--- src/rtl/tmr_pkg.sv ---
package tmr_pkg;
  // Terminal prescaler value for a divide of 2^(sel+1)
  function automatic int unsigned ps_term(input int unsigned sel);
    return (32'd2 << sel) - 32'd1;
  endfunction

  // True when an increment from this value wraps an n-bit counter
  function automatic logic at_top(input logic [31:0] v, input int unsigned n);
    return v == ((32'd1 << n) - 32'd1);
  endfunction
endpackage

--- src/rtl/tmr_prescale.sv ---
module tmr_prescale #(
  parameter int SELW = 3,
  parameter int HOLD = 2
) (
  input  logic            clk,
  input  logic            rst_n,
  input  logic            clr_i,
  input  logic [SELW-1:0] sel_i,
  input  logic            byp_i,
  output logic            tick_o,
  output logic            hold_o
);
  localparam int PW = 1 << SELW;
  localparam int HW = $clog2(HOLD + 1);

  logic [PW-1:0] pre_q;
  logic [HW-1:0] hold_q;
  logic [PW-1:0] term_w;
  logic          at_term;

  assign term_w  = PW'(tmr_pkg::ps_term(32'(sel_i)));
  assign at_term = pre_q >= term_w;
  assign hold_o  = hold_q != '0;
  assign tick_o  = !clr_i && !hold_o && (byp_i || at_term);

  always_ff @(posedge clk or negedge rst_n) begin
    if (!rst_n) begin
      pre_q  <= '0;
      hold_q <= '0;
    end else if (clr_i) begin
      pre_q  <= '0;
      hold_q <= HW'(HOLD);
    end else if (hold_o) begin
      hold_q <= hold_q - HW'(1);
    end else if (byp_i || at_term) begin
      pre_q <= '0;
    end else begin
      pre_q <= pre_q + PW'(1);
    end
  end
endmodule

--- src/rtl/tmr_count.sv ---
module tmr_count #(
  parameter int CW = 8
) (
  input  logic          clk,
  input  logic          rst_n,
  input  logic          wr_i,
  input  logic [CW-1:0] wdata_i,
  input  logic          tick_i,
  output logic [CW-1:0] cnt_o,
  output logic          wrap_o
);
  logic [CW-1:0] cnt_q;

  assign cnt_o  = cnt_q;
  assign wrap_o = tick_i && tmr_pkg::at_top(32'(cnt_q), CW);

  always_ff @(posedge clk or negedge rst_n) begin
    if (!rst_n)      cnt_q <= '0;
    else if (wr_i)   cnt_q <= wdata_i;
    else if (tick_i) cnt_q <= cnt_q + CW'(1);
  end
endmodule

--- src/rtl/tmr_flag.sv ---
module tmr_flag (
  input  logic clk,
  input  logic rst_n,
  input  logic set_i,
  input  logic clr_i,
  output logic flag_o
);
  always_ff @(posedge clk or negedge rst_n) begin
    if (!rst_n)     flag_o <= 1'b0;
    else if (set_i) flag_o <= 1'b1;
    else if (clr_i) flag_o <= 1'b0;
  end
endmodule

--- src/rtl/tmr_prescaled.sv ---
module tmr_prescaled #(
  parameter int CW   = 8,
  parameter int SELW = 3,
  parameter int HOLD = 2
) (
  input  logic            clk,
  input  logic            rst_n,
  input  logic            wr_en,
  input  logic [CW-1:0]   wr_data,
  input  logic [SELW-1:0] ps_sel,
  input  logic            ps_bypass,
  input  logic            irq_clr,
  output logic [CW-1:0]   count,
  output logic            irq
);
  logic tick_w;
  logic wrap_w;
  logic hold_w;

  tmr_prescale #(.SELW(SELW), .HOLD(HOLD)) u_pre (
    .clk(clk), .rst_n(rst_n), .clr_i(wr_en), .sel_i(ps_sel),
    .byp_i(ps_bypass), .tick_o(tick_w), .hold_o(hold_w)
  );

  tmr_count #(.CW(CW)) u_cnt (
    .clk(clk), .rst_n(rst_n), .wr_i(wr_en), .wdata_i(wr_data),
    .tick_i(tick_w), .cnt_o(count), .wrap_o(wrap_w)
  );

  tmr_flag u_flag (
    .clk(clk), .rst_n(rst_n), .set_i(wrap_w), .clr_i(irq_clr), .flag_o(irq)
  );
endmodule

--- config.mk ---
export PLATFORM = sky130hd
export DESIGN_NAME = tmr_prescaled
export DESIGN_NICKNAME = d
export VERILOG_FILES = /design/src/rtl/tmr_pkg.sv /design/src/rtl/tmr_prescale.sv /design/src/rtl/tmr_count.sv /design/src/rtl/tmr_flag.sv /design/src/rtl/tmr_prescaled.sv
export SDC_FILE = /design/constraint.sdc
export NUM_CORES = 1
export LEC_CHECK = 0
export BUFFER_PORTS_ARGS = -buffer_cell sky130_fd_sc_hd__buf_4
export CAP_MARGIN = 10
export CORE_MARGIN = 2
export CORE_UTILIZATION = 40
export CTS_CLUSTER_SIZE = 20
export DETAILED_ROUTE_END_ITERATION = 16
export PLACE_DENSITY = 0.61
export SKIP_CTS_REPAIR_TIMING = 1
export SLEW_MARGIN = 5
export SYNTH_ARGS = -nofsm -noshare
export SYNTH_HDL_FRONTEND = slang
export SYNTH_HIERARCHICAL = 1
export SYNTH_SLANG_ARGS = --single-unit
--- constraint.sdc ---
create_clock -name clk -period 2.25 [get_ports clk]
set_clock_uncertainty 0.1 [all_clocks]
set_input_delay 0.1125 -clock clk [delete_from_list [all_inputs] [get_ports clk]]
set_output_delay 0.1125 -clock clk [all_outputs]
set_load 0.005 [all_outputs]
==> flow_metrics.tcl <==
set metrics [dict create \
    floorplan.initialDensity 0.425 \
    rsz0062_at_grt "yes" \
    synthCells 149 \
    power_uw 933 \
    io_pins 25 \
    cp-start-kind "input pin" \
    violations "setup timing" \
    hold_violations 0 \
    portBuffers 24 \
    fin_crit_ns 2.42 \
    design_area_um2 1910 \
    core_um2 3100 \
    rows 20 \
    layout.nets 229 \
    routedWlPerCell_um 12.7 \
    rr_startpoint "u_pre/pre_q[3]$_DFFE_PN0P_" \
    report.final.slew_viol_count 0 \
    dpl.cell_count 227 \
    stdcell_count 245 \
    synth_warnings 6 \
    first_iter_violations 54 \
    status "finished with violations" \
    clkSlewWorstSetupHoldPaths_ns 0.11 \
    die_y_um 61.4 \
    crit_path_end_kind "flip-flop" \
    place.gp.congestion 0.770 \
    drt_first_pass_iters 4 \
    dp_slack_ns -0.508 \
    reg2reg_to "u_cnt/cnt_o[1]$_DFFE_PN0P_" \
    tritoncts "done" \
    grt_pass1_vias 1149 \
    via_per_inst 5.09 \
    cp_max_fo 6 \
    cts_sinks 19 \
    syn_area_per_cell_um2 8.84 \
    hpwl_um 2210 \
    cts-htree-levels 1 \
    ant_nets 0 \
    grt_max_degree 27 \
    p_per_area_nw_per_um2 489 \
    rrSetupSlack_ns 0.13 \
    cp_num_buf_inv 4 \
    clock_latency_ns 0.30 \
    cpMaxStageDelayCell "or3_4" \
    post-route-period-util 1.08 \
    max_slew_margin 0.752 \
    clk_path_buf_depth 2 \
    syn2layout_area_growth_pct 44.7 \
    hold_start "wr_en" \
    cts_buffers 3 \
    critPathArrivalTime_ns 2.52 \
    yosysSeqAreaShare 0.361 \
    whs_endpoint "u_pre/hold_q[0]$_DFFE_PN0P_" \
    crit_chain "buf_6 > or3_4 > ha_4 > xor2_1 > nor2_1 > a21oi_2 > ha_1 > a211o_1 > a21oi_2 > nor2_1 > buf_4 > buf_4 > buf_6 > mux2i_1 > o21ai_1" \
    routed-via-count 1248 \
    drv_cap 0 \
    netlist_area_um2 1320 \
    rr_worst_depth 10 \
    grt_use_total 0.173 \
    drc 0 \
    drt-total-wl_um 3100 \
    fillers 293 \
    drive_above_1_share 0.353 \
    irDropWorstVdd_mv 0.430 \
    max_freq_mhz 413 \
    hold_path_depth 2 \
    worst_hold_path_type "input pin to flip-flop" \
    root_buffer "clkbuf_4" \
    grt_pass1_wl_um 4850 \
    worst_slack_ns -0.173 \
    setup_viol 16 \
    path_class "input pin to flip-flop" \
    dpl-instance-area_um2 1660 \
    synth_nets 176 \
    yosysUniqueCellTypes 32 \
    ys_ff_latch 19 \
    grt_overflow 0 \
    dieArea_um2 3770 \
    die_x_um 61.4 \
    critical_path.top_delay_family "simple AND/OR/NAND/NOR gates" \
    antenna_cells 0 \
    cp.required_ns 2.34 \
    power_leakage_nw 0.945 \
    antenna_found_initial 0 \
    slowest_delay_ns 0.39 \
    worstMarginPinSlew_ns 0.371 \
]
-- synthesized netlist by cell type --
master,count,area share
buf_6,1,0.0085
a211o_1,5,0.033
or3_1,1,0.0048
a211o_2,1,0.0076
nand4_4,1,0.016
a21oi_1,5,0.019
and3_1,2,0.0095
inv_1,9,0.026
mux2i_1,1,0.0076
a22oi_1,1,0.0057
nor3_1,6,0.023
o211a_1,1,0.0076
o21ai_0,11,0.042
buf_4,3,0.017
nand4_1,3,0.014
a211oi_2,1,0.0095
xor2_1,6,0.040
o211ai_2,1,0.0095
ha_1,11,0.10
nor2_1,10,0.028
nor3_2,1,0.0076
nand2_1,23,0.066
clkbuf_1,2,0.0057
nor3b_2,2,0.019
nand3_1,7,0.027
o22ai_1,2,0.0095
a21o_1,4,0.023
dfrtp_1,19,0.36
nand2b_1,1,0.0048
or4_1,3,0.017
nor2b_1,3,0.014
xnor2_1,2,0.013
-- worst max path at each step --
stage               from  slack, ns  depth (start not counted)                          to
6_report       ps_sel[0]      -0.17                         15  u_cnt/cnt_o[1]$_DFFE_PN0P_
2_1_floorplan  ps_sel[0]      -0.35                         15  u_cnt/cnt_o[5]$_DFFE_PN0P_
5_1_grt        ps_sel[0]      -0.28                         15  u_cnt/cnt_o[5]$_DFFE_PN0P_
4_1_cts        ps_sel[0]      -0.20                         12  u_pre/pre_q[6]$_DFFE_PN0P_
3_3_place_gp   ps_sel[0]      -0.46                         12  u_pre/pre_q[6]$_DFFE_PN0P_
3_5_place_dp   ps_sel[0]      -0.51                         12  u_pre/pre_q[6]$_DFFE_PN0P_
-- kinds of logic (layout without fill, tap and decap cells) --
group,Yosys count,count (layout),share of synthesized area
DFF,19,19,0.361
muxes,1,1,0.00760
AOI/OAI and AO/OA,32,32,0.166
and+or+nand+nor,63,63,0.251
xor gates and xnor gates,8,8,0.0532
adders and majority gates,11,11,0.104
buffers and inverters,15,67,0.0570
-- registers in the layout, indices dropped and copies added, names as in the netlist --
signal,flops
u_cnt/cnt_o,8
u_flag/flag_o,1
u_pre/hold_q,2
u_pre/pre_q,8
-- metal layers --
layer  part of all wire  global-route usage  vias up
met5                  0                   0        -
met3              0.047              0.0378        6
met2               0.48               0.281       33
li1                   -                   -      629
met4              0.016              0.0760        0
met1               0.45               0.222      580
-- through the flow --
step	utilization	hold WS (ns)	TNS, ns
floorplan	-	-0.283	-2.85
global placement	0.536	-0.0918	-6.37
detailed placement	0.536	-0.0923	-7.07
CTS	0.544	-0.430	-2.02
global route	0.615	0.0641	-2.80
finish	0.615	0.0569	-1.62
-- area by class of cell --
cell class	count	area, µm²	area share
Multi-Input combinational cell	115	863	0.453
Sequential cell	19	475	0.249
Tap cell	44	55.1	0.0289
Timing Repair Buffer	54	453	0.238
Inverter	9	33.8	0.0177
Clock buffer	4	26.3	0.0138
-- cells in the final DEF (no fill, tap or decap), types with 2 or more instances in the layout --
cell	synthesis	layout
nor2_1	10	9
or4_1	3	3
dlygate4sd3_1	0	10
nor2b_1	3	3
and3_1	2	2
nor3_2	1	4
a211o_1	5	5
inv_1	9	9
o21ai_1	0	7
a21oi_2	0	4
buf_4	3	38
clkbuf_4	0	3
nor3_1	6	2
buf_6	1	6
nor3b_2	2	2
nand3_1	7	7
xor2_1	6	6
o21ai_2	0	3
nand4_1	3	3
ha_1	11	10
dfrtp_1	19	19
a21o_1	4	4
nand2_1	23	22
-- power breakdown --
group	total (mW)	internal [mW]	switching, mW
clock network	0.179	0.0690	0.110
logic	0.336	0.174	0.162
registers	0.417	0.377	0.0402
total	0.933	0.620	0.313
-- worst register-to-register path, delay by kind of cell (launching register included) --
kind / cells / cell delay (ns)
AND/OR/NAND/NOR: 1 / 0.05
adder cells (fa/ha/maj): 1 / 0.32
flip-flops: 1 / 0.41
multiplexers: 1 / 0.15
AO/OA/AOI/OAI: 4 / 0.60
buffers and inverters: 3 / 0.40
Power figures use the tool's default switching activity.
